File: src/rtl/bom_rx_pkg.sv
package bom_rx_pkg;

  // strobes from control to datapath
  typedef struct packed {
    logic clearAll;
    logic shiftEn;
    logic winClear;
    logic winInc;
    logic loadCand;
    logic pushHist;
    logic histBit;
  } bomCtrl_t;

endpackage

File: src/rtl/bom_rx_datapath.sv
module bom_rx_datapath
  import bom_rx_pkg::*;
#(
  parameter int FLAG_LEN = 8,
  parameter int CODE_W   = 6,
  parameter int HIST_LEN = 10,
  parameter int SYNC_WIN = 32,
  localparam int FRAME_W = FLAG_LEN + CODE_W + 2,
  localparam int RUN_W   = $clog2(FLAG_LEN + 1),
  localparam int WIN_W   = $clog2(SYNC_WIN),
  localparam int CNT_W   = $clog2(HIST_LEN + 1)
) (
  input  logic              clk,
  input  logic              rst_n,
  input  bomCtrl_t          ctrl,
  input  logic              bitIn,
  output logic              frameHit,
  output logic              codeMatch,
  output logic              syncSeen,
  output logic              winAtLast,
  output logic [CNT_W-1:0]  histCount,
  output logic [CODE_W-1:0] candCode,
  output logic              candHeld
);

  logic [FRAME_W-1:0]  shiftQ, nextShift;
  logic [RUN_W-1:0]    onesRunQ;
  logic [WIN_W-1:0]    winQ;
  logic [HIST_LEN-1:0] histQ;
  logic [CODE_W-1:0]   rxCode;
  logic                flagOk;

  assign nextShift = {shiftQ[FRAME_W-2:0], bitIn};
  assign flagOk    = &nextShift[FRAME_W-1:FRAME_W-FLAG_LEN];
  assign frameHit  = flagOk && !nextShift[CODE_W+1] && !nextShift[0];
  assign rxCode    = nextShift[CODE_W:1];
  assign codeMatch = candHeld && (rxCode == candCode);
  assign syncSeen  = bitIn && (onesRunQ >= RUN_W'(FLAG_LEN - 1));
  assign winAtLast = (winQ == WIN_W'(SYNC_WIN - 1));
  assign histCount = CNT_W'($countones(histQ));

  // serial shifter
  always_ff @(posedge clk) begin
    if (!rst_n || ctrl.clearAll)
      shiftQ <= '0;
    else if (ctrl.shiftEn)
      shiftQ <= nextShift;
  end

  // run of ones, saturating at flag length
  always_ff @(posedge clk) begin
    if (!rst_n || ctrl.clearAll)
      onesRunQ <= '0;
    else if (ctrl.shiftEn) begin
      if (!bitIn)
        onesRunQ <= '0;
      else if (onesRunQ != RUN_W'(FLAG_LEN))
        onesRunQ <= onesRunQ + RUN_W'(1);
    end
  end

  // sync window
  always_ff @(posedge clk) begin
    if (!rst_n || ctrl.clearAll || ctrl.winClear)
      winQ <= '0;
    else if (ctrl.winInc)
      winQ <= winQ + WIN_W'(1);
  end

  // vote history, newest in bit 0
  always_ff @(posedge clk) begin
    if (!rst_n || ctrl.clearAll)
      histQ <= '0;
    else if (ctrl.loadCand)
      histQ <= {{(HIST_LEN-1){1'b0}}, 1'b1};
    else if (ctrl.pushHist)
      histQ <= {histQ[HIST_LEN-2:0], ctrl.histBit};
  end

  // candidate code
  always_ff @(posedge clk) begin
    if (!rst_n || ctrl.clearAll) begin
      candCode <= '0;
      candHeld <= 1'b0;
    end else if (ctrl.loadCand) begin
      candCode <= rxCode;
      candHeld <= 1'b1;
    end
  end

endmodule

File: src/rtl/bom_rx_control.sv
module bom_rx_control
  import bom_rx_pkg::*;
#(
  parameter int HIST_LEN = 10,
  parameter int VOTE_MIN = 7,
  localparam int CNT_W   = $clog2(HIST_LEN + 1)
) (
  input  logic             clk,
  input  logic             rst_n,
  input  logic             rxEnable,
  input  logic             invIntEnable,
  input  logic             bitStrobe,
  input  logic             frameHit,
  input  logic             codeMatch,
  input  logic             candHeld,
  input  logic             syncSeen,
  input  logic             winAtLast,
  input  logic [CNT_W-1:0] histCount,
  output bomCtrl_t         ctrl,
  output logic             msgValid,
  output logic             syncErrPulse,
  output logic             invalidPulse
);

  logic active, voteMet, validQ, syncErrQ, invalidQ;

  assign active  = rxEnable && bitStrobe;
  assign voteMet = (histCount >= CNT_W'(VOTE_MIN));

  always_comb begin
    ctrl          = '0;
    ctrl.clearAll = !rxEnable;
    if (active) begin
      ctrl.shiftEn = 1'b1;
      if (syncSeen || winAtLast)
        ctrl.winClear = 1'b1;
      else
        ctrl.winInc = 1'b1;
      if (frameHit) begin
        if (!candHeld || (!validQ && !codeMatch))
          ctrl.loadCand = 1'b1;
        else begin
          ctrl.pushHist = 1'b1;
          ctrl.histBit  = codeMatch;
        end
      end
    end
  end

  always_ff @(posedge clk) begin
    if (!rst_n || !rxEnable) begin
      validQ   <= 1'b0;
      syncErrQ <= 1'b0;
      invalidQ <= 1'b0;
    end else begin
      validQ   <= voteMet;
      syncErrQ <= active && !syncSeen && winAtLast;
      invalidQ <= validQ && !voteMet && invIntEnable;
    end
  end

  assign msgValid     = validQ;
  assign syncErrPulse = syncErrQ;
  assign invalidPulse = invalidQ;

endmodule

File: src/rtl/bom_rx.sv
module bom_rx
  import bom_rx_pkg::*;
#(
  parameter int FLAG_LEN = 8,
  parameter int CODE_W   = 6,
  parameter int HIST_LEN = 10,
  parameter int VOTE_MIN = 7,
  parameter int SYNC_WIN = 32,
  localparam int CNT_W   = $clog2(HIST_LEN + 1)
) (
  input  logic              clk,
  input  logic              rst_n,
  input  logic              rxEnable,
  input  logic              invIntEnable,
  input  logic              bitIn,
  input  logic              bitStrobe,
  output logic [CODE_W-1:0] msgCode,
  output logic              msgValid,
  output logic              syncErrPulse,
  output logic              invalidPulse
);

  bomCtrl_t         ctrl;
  logic             frameHit, codeMatch, syncSeen, winAtLast, candHeld;
  logic [CNT_W-1:0] histCount;

  bom_rx_datapath #(
    .FLAG_LEN(FLAG_LEN), .CODE_W(CODE_W),
    .HIST_LEN(HIST_LEN), .SYNC_WIN(SYNC_WIN)
  ) u_dp (
    .clk(clk), .rst_n(rst_n), .ctrl(ctrl), .bitIn(bitIn),
    .frameHit(frameHit), .codeMatch(codeMatch), .syncSeen(syncSeen),
    .winAtLast(winAtLast), .histCount(histCount),
    .candCode(msgCode), .candHeld(candHeld)
  );

  bom_rx_control #(
    .HIST_LEN(HIST_LEN), .VOTE_MIN(VOTE_MIN)
  ) u_ctl (
    .clk(clk), .rst_n(rst_n), .rxEnable(rxEnable),
    .invIntEnable(invIntEnable), .bitStrobe(bitStrobe),
    .frameHit(frameHit), .codeMatch(codeMatch), .candHeld(candHeld),
    .syncSeen(syncSeen), .winAtLast(winAtLast), .histCount(histCount),
    .ctrl(ctrl), .msgValid(msgValid), .syncErrPulse(syncErrPulse),
    .invalidPulse(invalidPulse)
  );

endmodule

File: config.mk
export PLATFORM = sky130hd
export DESIGN_NAME = bom_rx
export DESIGN_NICKNAME = d
export VERILOG_FILES = /design/src/rtl/bom_rx_pkg.sv /design/src/rtl/bom_rx_datapath.sv /design/src/rtl/bom_rx_control.sv /design/src/rtl/bom_rx.sv
export SDC_FILE = /design/constraint.sdc
export NUM_CORES = 1
export LEC_CHECK = 0
export ABC_AREA = 1
export BUFFER_PORTS_ARGS = -buffer_cell sky130_fd_sc_hd__buf_2
export CAP_MARGIN = 20
export CORE_ASPECT_RATIO = 0.9
export CORE_MARGIN = 1
export CORE_UTILIZATION = 50
export CTS_BUF_LIST = sky130_fd_sc_hd__clkbuf_16
export DETAILED_ROUTE_END_ITERATION = 10
export PLACE_DENSITY = 0.71
export REMOVE_ABC_BUFFERS = 1
export SLEW_MARGIN = 10
export SYNTH_ARGS = -nofsm -noshare
export SYNTH_HDL_FRONTEND = slang
export SYNTH_SLANG_ARGS = --single-unit
File: constraint.sdc
create_clock -name clk -period 5.2 [get_ports clk]
set_input_delay 0.52 -clock clk [delete_from_list [all_inputs] [get_ports clk]]
set_output_delay 0.52 -clock clk [all_outputs]
set_load 0.01 [all_outputs]
==> run summary, run 1 <==
setup TNS -> 0 ns
CP max FO -> 2
Clock Tree Buf Depth -> 2
Top Layer Used -> met4
Distinct cells, synth -> 27
largest area contributor in the netlist -> dfxtp_1
final layout net count -> 341
Resized Gates After CTS -> 0
routed metal-1 wirelength -> 2213 um
post-route clock period utilization -> 0.6166
largest cells by area after synthesis -> dfxtp_1, inv_1, nand2_1, nor2_1, ha_1
leakage power -> 1.145 nW
detailed placement HPWL -> 3021 um
row cnt -> 22
Post-Syn Instances -> 304
Worst EP required -> 5.42 ns
post-synth top area share -> 0.3855
first-pass GRT wire length -> 7769 um
antenna-violating nets left -> 0
Final Slew Violations -> 0
initial antenna violation count -> 0
total power -> 0.6730 mW
Num CTS Buffers -> 5
largest net degree at the start of global routing -> 36
count of hold-fix buffers inserted at cts -> 0
clk root buf -> clkbuf_16
clk_skew -> 0.004646 ns
P per Cell Area -> 267.5 nW/um^2
Worst IR Drop VDD -> 0.0001789 V
worst-skew pair later-pin latency -> 0.28 ns
number of max-cap violations -> 0
I/O pins -> 15
DRC violations left -> 0
CP endpoint kind -> flip-flop
met2 wire length -> 1844 um
die width -> 73.26 um
f_max -> 311.9 MHz
DRT iter0 DRCs -> 113
htree depth -> 2
via count -> 1878
total gr overflow -> 0
Final setup viols -> 0
Die ar. -> 4844 sq um
syn avg cell area -> 7.515 sq um
WL met3 -> 138 um
CP Launch Type -> flip-flop
Clk pin slew, worst setup/hold paths -> 0.06 ns
share of the yosys chip area belonging to registers -> 0.3855
Final Hold Fails -> 0
Seq cells post-synth -> 44
All-Layer GR Usage -> 0.2106
worst-margin pin slew -> 0.9697 ns
PortBufs -> 14
Die H -> 66.13 um
WS Path Type -> flip-flop to flip-flop
non-filler instance count after layout -> 379
Yosys warning total -> 0
share of post-route cells with drive strength above 1 -> 0.1129
fin crit period -> 3.207 ns
RSZ-0062 raised after global routing -> false
CTS tree -> built
dpl cells -> 371
# diodes -> 0
vias per std cell -> 4.955
Placeable Area -> 4239 sq um
# clock sinks -> 44
WL/cell -> 11.22 um
Pre-antenna DRT Iters -> 4
post-CTS setup buffers -> 0
area delta synth->final -> 10.13%
HP Class -> flip-flop to flip-flop
final RePlAce weighted congestion -> 0.7632
vias in the first global route -> 1781
Max-slew headroom -> 0.3528
status -> complete, no violations
mapped cell area -> 2285 sq um
Crit path arrival time -> 3.43 ns
final WL -> 4254 um
initial core utilization -> 0.5390
==> cell type report <==
type,instances,area [sq um]
timing repair buffer,14,70.07
fill,407,1723
multi-input combinational,203,1166
tap,60,75.07
inverter,50,187.7
clock buffer,5,125.1
clock inverter,3,11.26
sequential,44,880.8
==> worst max-delay path, cell delays in order (launching register included) <==
cell,delay [ns]
dfxtp_1,0.32
ha_1,0.27
inv_1,0.05
fa_1,0.52
inv_1,0.05
fa_1,0.53
inv_1,0.05
fa_1,0.43
fa_1,0.39
nand2_1,0.08
inv_1,0.03
o21ai_0,0.19
nand4_1,0.12
nor2_1,0.09
==> cell families after synthesis <==
kind of cell | synth area share
AOI/OAI and AO/OA | 0.1227
buffers and inverters | 0.1040
DFF | 0.3855
adders and majority gates | 0.1128
and+or+nand+nor | 0.2673
xor gates and xnor gates | 0.007668
==> placed cells by master (no fill, tap or decap), types with 5 or more instances in the layout <==
master,netlist,final
or2_2,7,7
dfxtp_1,44,44
nand2_1,47,47
inv_1,50,52
a21oi_1,25,25
fa_1,6,6
clkbuf_16,0,5
nand4_1,5,5
buf_2,1,14
o21ai_0,20,20
nor2_1,44,44
ha_1,11,11
nand3_1,18,18
==> state kept, by name, indices dropped and copies added (netlist names) <==
register            cells
u_dp.winQ               5
u_dp.candHeld           1
u_ctl.invalidPulse      1
u_ctl.msgValid          1
u_ctl.syncErrPulse      1
u_dp.histQ             10
u_dp.onesRunQ           4
u_dp.candCode           6
u_dp.shiftQ            15
==> through the flow <==
stage	cell area, sq um	hold WS [ns]	utilization	setup slack (ns)
5_1_grt	2516	0.4911	0.5936	1.769
6_report	2516	0.4822	0.5936	1.993
4_1_cts	2516	0.4784	0.5936	1.985
2_1_floorplan	2235	0.4497	-	2.136
3_5_place_dp	2380	0.4707	0.5614	1.970
3_3_place_gp	2380	0.4605	0.5614	2.050
==> final timing paths <==
check	endpoint	slack (ns)	startpoint	cells past startpoint
setup reg to reg	u_ctl.invalidPulse	1.99	u_dp.histQ[9]	13
hold / removal	u_dp.winQ[4]	0.48	u_dp.winQ[4]	2
setup / recovery	u_ctl.invalidPulse	1.99	u_dp.histQ[9]	13
hold reg to reg	u_dp.winQ[4]	0.48	u_dp.winQ[4]	2
==> per-layer routing <==
layer	up-vias	global-route usage
li1	997	-
met5	-	0
met4	0	0.07353
met2	30	0.3403
met3	7	0.04116
met1	844	0.2789
==> synth_stat cells, drive strengths merged <==
master  number
inv         50
nand2       50
nor2        45
dfxtp       44
a21oi       26
o21ai       21
nand3       20
ha          11
or2          7
fa           6
nand4        5
buf          4
nor3         4
clkbuf       3
a211oi       2
o21bai       2
xor2         2
nor3b        1
nor4         1
==> power breakdown <==
| part | internal [mW] | switching (mW) | leakage, nW |
|---|---|---|---|
| clock network | 0.173 | 0.122 | 0.0738 |
| logic | 0.00836 | 0.0225 | 0.714 |
| registers | 0.343 | 0.00406 | 0.356 |
(Power assumes the default switching activity.)
==> run 2: changes to the inputs <==
--- a/config.mk
+++ b/config.mk
@@ -5,7 +5,7 @@
 export SDC_FILE = /design/constraint.sdc
 export NUM_CORES = 1
 export LEC_CHECK = 0
-export ABC_AREA = 1
+export ABC_AREA = 0
 export BUFFER_PORTS_ARGS = -buffer_cell sky130_fd_sc_hd__buf_2
 export CAP_MARGIN = 20
 export CORE_ASPECT_RATIO = 0.9
==> constraint.sdc (replaced) <==
create_clock -name clk -period 3 [get_ports clk]
set_input_delay 0.3 -clock clk [delete_from_list [all_inputs] [get_ports clk]]
set_output_delay 0.3 -clock clk [all_outputs]
set_load 0.01 [all_outputs]
==> run summary, run 2 <==
status -> complete, but fails checks
failing checks -> design-rule violations, negative setup slack
Final Core Density -> 0.6107 (+0.01717)
Worst EP required -> 3.17 ns (-2.25 ns)
Final WS setup -> -0.5038 ns (-2.497 ns)
commonest non-fill, non-tap cells in the layout -> dfxtp_1, nor2_1, nand2_1
CP Launch Type -> flip-flop
P_sw -> 0.2220 mW (+49%)
share of post-route cells with drive strength above 1 -> 0.2055 (+0.09268)
leakage power -> 1.055 nW (-7.9%)
share of the yosys chip area belonging to registers -> 0.4098 (+0.02424)
Worst R2R Setup Slack -> -0.50 ns (-2.50 ns)
post-route cell area -> 2505 sq um (-0.45%)
Yosys warning total -> 0 (unchanged)
clk_skew -> 0.003650 ns (-0.0009957 ns)
clk root buf -> clkbuf_16
fill count -> 345 (-15%)
P per Cell Area -> 447.0 nW/um^2 (+67%)
Post-Syn Instances -> 230 (-24%)
RSZ-0062 raised after global routing -> true
Die H -> 64.21 um (-2.9%)
initial core utilization -> 0.5241 (-0.01486)
Top Registers -> u_dp.shiftQ (15), u_dp.histQ (10), u_dp.candCode (6)
worst reg-to-reg path cell count -> 12 (-1)
initial antenna violation count -> 0 (unchanged)
Seq cells post-synth -> 44 (unchanged)
post-synthesis compound-gate area fraction -> 0.09139 (-0.03129)
Distinct cells, synth -> 34 (+26%)
WL/cell -> 12.50 um (+11%)
area delta synth->final -> 16.53%
area occupied by multi-input gates -> 1204 sq um (+3.2%)
Clock Power Share -> 0.440 (about the same)
f_max -> 285.4 MHz (-8.5%)
hold worst-path end -> u_ctl.invalidPulse
top-count cell post-synth -> dfxtp_1
Final Hold Fails -> 0 (unchanged)
DRC violations left -> 2 (+2)
CP max stage delay -> 0.54 ns (about the same)
slowest CP cell -> fa_1
number of flip-flops in the largest register -> 15 (unchanged)
Synth Area in Adders -> 0.1199 (+0.007092)
crit-path cells -> ha_4 > inv_2 > fa_1 > inv_2 > fa_1 > inv_2 > fa_2 > fa_1 > nor2_2 > a221o_1 > a221o_1 > and2_1
final WL -> 3761 um (-12%)
delay-heaviest family, CP -> adder cells
dpl cells -> 291 (-22%)
Hold Path Cell Cnt -> 3 (+1)
mapped cell area -> 2150 sq um (-5.9%)
setup TNS -> -0.9016 ns (-0.9016 ns)
Synth Area in Simple Gates -> 0.1781 (-0.08914)
CP max FO -> 2 (unchanged)
total gr overflow -> 0 (unchanged)
worst reg2reg path endpoint -> u_ctl.msgValid
Placeable Area -> 4101 sq um (-3.2%)
post-route clock period utilization -> 1.168 (+0.5513)
worst path buffer plus inverter count -> 3 (-1)
Max-slew headroom -> 0.3899 (+0.03709)
syn avg cell area -> 9.346 sq um (+24%)
detailed placement HPWL -> 2608 um (-14%)
reg2reg start -> u_dp.histQ[5]
post-synth top area share -> 0.4098 (+0.02424)
first-pass GRT wire length -> 6492 um (-16%)
Comb power frac -> 0.036 (-0.010)
post-synthesis mux area share -> 0.1176 (+0.1176)
Clk pin slew, worst setup/hold paths -> 0.06 ns (about the same)
Clock Tree Buf Depth -> 2 (unchanged)
via count -> 1598 (-15%)
Net Sw Frac -> 0.1983 (-0.02310)
top_reg_cell synth -> dfxtp_1
largest area contributor in the netlist -> dfxtp_1
final layout net count -> 276 (-19%)
Post-Synth XOR/XNOR Area -> 0.03667 (+0.02900)
fin crit period -> 3.504 ns (+0.2973 ns)
largest cells by area after synthesis -> dfxtp_1, mux2i_1, ha_1, fa_1, nor2_1
most common cell after layout, fill and taps aside -> dfxtp_1
Die ar. -> 4566 sq um (-5.7%)
# clock sinks -> 44 (unchanged)
HP Start -> invIntEnable
DRT iter0 DRCs -> 86 (-24%)
Top reg by flops -> u_dp.shiftQ
count of hold-fix buffers inserted at cts -> 0 (unchanged)
HP Class -> primary input to flip-flop
PortBufs -> 14 (unchanged)
placed inst area -> 2312 sq um (-2.8%)
worst-skew pair later-pin latency -> 0.27 ns (about the same)
die width -> 71.12 um (-2.9%)
antenna-violating nets left -> 0 (unchanged)
worst-margin pin slew -> 0.9109 ns (-0.05882 ns)
FF+latch area -> 887.1 sq um (+0.71%)
non-filler instance count after layout -> 301 (-21%)
number of max-cap violations -> 0 (unchanged)
I/O pins -> 15 (unchanged)
largest net degree at the start of global routing -> 37 (+2.8%)
Crit path arrival time -> 3.67 ns (+0.24 ns)
CP endpoint kind -> flip-flop
WS Path Type -> flip-flop to flip-flop
Final setup viols -> 2 (+2)
Pint -> 0.8977 mW (+71%)
Num CTS Buffers -> 5 (unchanged)
Final Slew Violations -> 0 (unchanged)
Post-synth EDFFs -> 0 (unchanged)
sequential share of power -> 0.525 (+0.009)
ys async rst share -> 0 (unchanged)
CTS tree -> built
combinational family with the most area after synthesis -> simple AND/OR/NAND/NOR gates
hold_ws -> 0.2679 ns (-0.2143 ns)
All-Layer GR Usage -> 0.1779 (-0.03266)
Post-Place Setup Slack -> -0.7112 ns (-2.681 ns)
row cnt -> 22 (unchanged)
# diodes -> 0 (unchanged)
htree depth -> 2 (unchanged)
Worst IR Drop VDD -> 0.0002334 V (+30%)
most instantiated cells after synthesis -> dfxtp_1, nor2_1, nand2_1, mux2i_1, inv_1
vias per std cell -> 5.309 (+7.1%)
vias in the first global route -> 1561 (-12%)
final RePlAce weighted congestion -> 0.7752 (+1.6%)
total power -> 1.120 mW (+66%)
Pre-antenna DRT Iters -> 7 (+3)
run 2: changes by cell type in the layout (fill, tap and decap cells not counted), moves of 7 or more:
cell and change:
nand2_1 -21, o22ai_1 +9, mux2i_1 +23, or2_2 -7
inv_1 -38, a21oi_1 -21, nor2_1 -17, buf_4 +12
o21ai_0 -17
run 2: metal layers:
metal	part of all wire	GRT usage	up-vias	routed length, um
li1	-	-	829	-
met3	0.023	0.04259	2	85
met1	0.49	0.2079	742	1838
met2	0.48	0.3221	25	1817
met4	0.0053	0.05250	0	20
met5	0	0	-	0
run 2: cells by family after synthesis:
family / count (synthesis)
flops: 44
simple gates: 83
buf+inv: 26
mux: 25
compound gates: 26
xor+xnor: 9
fa+ha+maj: 17
run 2: worst min-delay path, stage by stage:
cell	delay (ns)
buf_2	0.10
nand3_1	0.07
nor2_1	0.03
run 2: area by class of cell:
cell class / instances / area share
timing repair buffer: 26 / 0.06394
clock buffer: 5 / 0.04995
inverter: 16 / 0.02398
clock inverter: 2 / 0.003497
sequential: 44 / 0.3541
tap: 48 / 0.02398
multi-input combinational: 160 / 0.4805
run 2: how the worst max path moves through the flow:
stage | from | endpoint | slack, ns | cells past startpoint
3_3_place_gp | u_dp.histQ[8] | u_ctl.msgValid | -0.63 | 12
6_report | u_dp.histQ[5] | u_ctl.msgValid | -0.50 | 12
5_1_grt | u_dp.histQ[5] | u_ctl.msgValid | -0.62 | 12
3_5_place_dp | u_dp.histQ[8] | u_ctl.msgValid | -0.71 | 12
2_1_floorplan | u_dp.histQ[8] | u_ctl.msgValid | -0.61 | 12
4_1_cts | u_dp.histQ[4] | u_ctl.msgValid | -0.52 | 12
run 2: power groups by stage:
stage               sequential (mW)  combinational (mW)  clock (mW)
detailed placement            0.600              0.0403           0
floorplan                     0.600              0.0224           0
CTS                           0.587              0.0403       0.509
global route                  0.587              0.0445       0.535
finish                        0.587              0.0401       0.492
global placement              0.600              0.0400           0
run 2: repair_timing:
action                                  CTS  global route
pin swaps                                 9             4
gates resized for setup                   8             4
setup buffers                             2             1
endpoints found under the setup margin    2             2
==> run 3: changes to the inputs <==
--- a/config.mk
+++ b/config.mk
@@ -14,7 +14,7 @@
 export CTS_BUF_LIST = sky130_fd_sc_hd__clkbuf_16
 export DETAILED_ROUTE_END_ITERATION = 10
 export PLACE_DENSITY = 0.71
-export REMOVE_ABC_BUFFERS = 1
+export RECOVER_POWER = 50
 export SLEW_MARGIN = 10
 export SYNTH_ARGS = -nofsm -noshare
 export SYNTH_HDL_FRONTEND = slang
==> run summary, run 3 (synthesized netlist as in run 2, its figures left out) <==
number of max-cap violations -> 0 (unchanged)
Pint -> 1.160 mW (+29%)
Die H -> 64.21 um (unchanged)
largest net degree at the start of global routing -> 30 (-19%)
final layout net count -> 274 (-0.72%)
final WL -> 3706 um (-1.5%)
Clk pin slew, worst setup/hold paths -> 0.06 ns (about the same)
crit-path most repeated cell -> fa_1
worst-margin pin slew -> 0.8212 ns (-0.08971 ns)
post-route clock period utilization -> 1.162 (-0.005895)
P_sw -> 0.2541 mW (+14%)
Placeable Area -> 4101 sq um (unchanged)
WL/cell -> 12.35 um (-1.1%)
PortBufs -> 14 (unchanged)
worst path buffer plus inverter count -> 3 (unchanged)
CP endpoint kind -> flip-flop
CP max FO -> 2 (unchanged)
commonest non-fill, non-tap cells in the layout -> dfxtp_1, nor2_1, nand2_1
via count -> 1591 (-0.44%)
status -> complete, but fails checks
vias in the first global route -> 1392 (-11%)
WS Path Type -> flip-flop to flip-flop
fin crit period -> 3.486 ns (-0.01769 ns)
fill count -> 351 (+1.7%)
Clock Power Share -> 0.556 (+0.116)
# diodes -> 0 (unchanged)
Final Hold Fails -> 0 (unchanged)
delay-heaviest family, CP -> adder cells
Max-slew headroom -> 0.4500 (+0.06008)
vias per std cell -> 5.303 (-0.11%)
Net Sw Frac -> 0.1797 (-0.01858)
failing checks -> negative setup slack
dpl cells -> 290 (-0.34%)
number of flip-flops in the largest register -> 15 (unchanged)
HP Start -> invIntEnable
RSZ-0062 raised after global routing -> true
P per Cell Area -> 552.8 nW/um^2 (+24%)
total power -> 1.414 mW (+26%)
HP Class -> primary input to flip-flop
Final Slew Violations -> 0 (unchanged)
CP max stage delay -> 0.52 ns (-0.02 ns)
Top Registers -> u_dp.shiftQ (15), u_dp.histQ (10), u_dp.candCode (6)
Final setup viols -> 2 (unchanged)
Pre-antenna DRT Iters -> 6 (-1)
Post-Place Setup Slack -> -0.4736 ns (+0.2376 ns)
Top reg by flops -> u_dp.shiftQ
row cnt -> 22 (unchanged)
initial core utilization -> 0.5241 (unchanged)
post-route cell area -> 2557 sq um (+2.1%)
# clock sinks -> 44 (unchanged)
CTS tree -> built
syn_nets -> 253
placed inst area -> 2321 sq um (+0.38%)
final RePlAce weighted congestion -> 0.7234 (-6.7%)
CP Launch Type -> flip-flop
worst-skew pair later-pin latency -> 0.29 ns (+0.02 ns)
worst reg-to-reg path cell count -> 12 (unchanged)
Worst EP required -> 3.18 ns (about the same)
sequential share of power -> 0.415 (-0.110)
f_max -> 286.9 MHz (+0.51%)
clk root buf -> clkbuf_16
worst reg2reg path endpoint -> u_ctl.msgValid
clk_skew -> 0.008017 ns (+0.004367 ns)
setup TNS -> -0.8650 ns (+0.03665 ns)
detailed placement HPWL -> 2517 um (-3.5%)
DRC violations left -> 0 (-2)
crit-path cells -> ha_4 > inv_2 > fa_1 > inv_1 > fa_1 > inv_2 > fa_2 > fa_1 > nor2_2 > a221o_1 > a221o_1 > and2_1
antenna-violating nets left -> 0 (unchanged)
DRT iter0 DRCs -> 86 (unchanged)
Crit path arrival time -> 3.67 ns (about the same)
initial antenna violation count -> 0 (unchanged)
I/O pins -> 15 (unchanged)
Clock Tree Buf Depth -> 2 (unchanged)
Worst IR Drop VDD -> 0.0004393 V (+88%)
die width -> 71.12 um (unchanged)
non-filler instance count after layout -> 300 (-0.33%)
reg2reg start -> u_dp.histQ[8]
Comb power frac -> 0.029 (-0.007)
Final WS setup -> -0.4861 ns (+0.01769 ns)
first-pass GRT wire length -> 6141 um (-5.4%)
Die ar. -> 4566 sq um (unchanged)
most common cell after layout, fill and taps aside -> dfxtp_1
total gr overflow -> 0 (unchanged)
htree depth -> 2 (unchanged)
All-Layer GR Usage -> 0.1760 (-0.001907)
leakage power -> 1.036 nW (-1.7%)
Hold Path Cell Cnt -> 3 (unchanged)
share of post-route cells with drive strength above 1 -> 0.1587 (-0.04680)
hold worst-path end -> u_ctl.invalidPulse
area delta synth->final -> 18.98%
Worst R2R Setup Slack -> -0.49 ns (+0.02 ns)
Num CTS Buffers -> 5 (unchanged)
slowest CP cell -> fa_1
[run 3: cell count changes in the layout (fill, tap and decap cells not counted), sizes merged]
| cell | before | now |
|---|---|---|
| buf | 26 | 14 |
| clkinv | 1 | 0 |
| clkbuf | 5 | 15 |
| inv | 17 | 16 |
| bufinv | 0 | 3 |
[run 3: timing repair]
action,CTS,global route
hold buffers,0,0
resized for setup,1,5
pin swaps,0,3
setup buffers,1,1
setup endpoints to repair,2,2
[run 3: power groups by stage]
stage	clock, mW	combinational (mW)	sequential [mW]
5_1_grt	0.825	0.0447	0.587
2_1_floorplan	0	0.0311	0.600
3_3_place_gp	0	0.0405	0.600
6_report	0.786	0.0408	0.587
3_5_place_dp	0	0.0405	0.600
4_1_cts	0.796	0.0410	0.587
[run 3: how the worst max path moves through the flow]
stage / end / start / cells after the start / slack (ns)
6_report: u_ctl.msgValid / u_dp.histQ[8] / 12 / -0.49
5_1_grt: u_ctl.msgValid / u_dp.histQ[8] / 12 / -0.59
4_1_cts: u_ctl.msgValid / u_dp.histQ[9] / 12 / -0.48
3_5_place_dp: u_ctl.msgValid / u_dp.histQ[9] / 12 / -0.47
3_3_place_gp: u_ctl.msgValid / u_dp.histQ[9] / 12 / -0.45
2_1_floorplan: u_ctl.msgValid / u_dp.histQ[8] / 12 / -0.42
[run 3: worst reg2reg max path: cells and delay by family (launching register included)]
kind                       cells  cell delay (ns)
and+or+nand+nor                2             0.19
buffers and inverters          3             0.12
DFF                            1             0.33
AOI/OAI and AO/OA              2             0.60
adders and majority gates      5             2.13
[run 3: cell type report]
type                    count  area (sq um)  area share
well taps                  48         60.06     0.02348
clock inverters             3         90.09     0.03523
repair buffers             24         132.6     0.05186
multi-input cells         160          1204      0.4706
clock buffers               5         125.1     0.04892
inverters                  16         60.06     0.02348
flip-flops and latches     44         885.9      0.3464
[run 3: per-layer routing]
layer | routed length (um) | GRT usage | vias to the layer above
met3 | 153 | 0.06151 | 4
met2 | 1542 | 0.2596 | 25
met1 | 1950 | 0.2320 | 730
li1 | - | - | 832
met5 | 0 | 0 | -
met4 | 60 | 0.07750 | 0
[run 3: through the flow]
stage               hold WS, ns  utilization
detailed placement       0.4740       0.5659
floorplan                0.4447            -
CTS                      0.2582       0.6205
global route             0.2704       0.6236
global placement         0.4721       0.5659
finish                   0.2579       0.6236
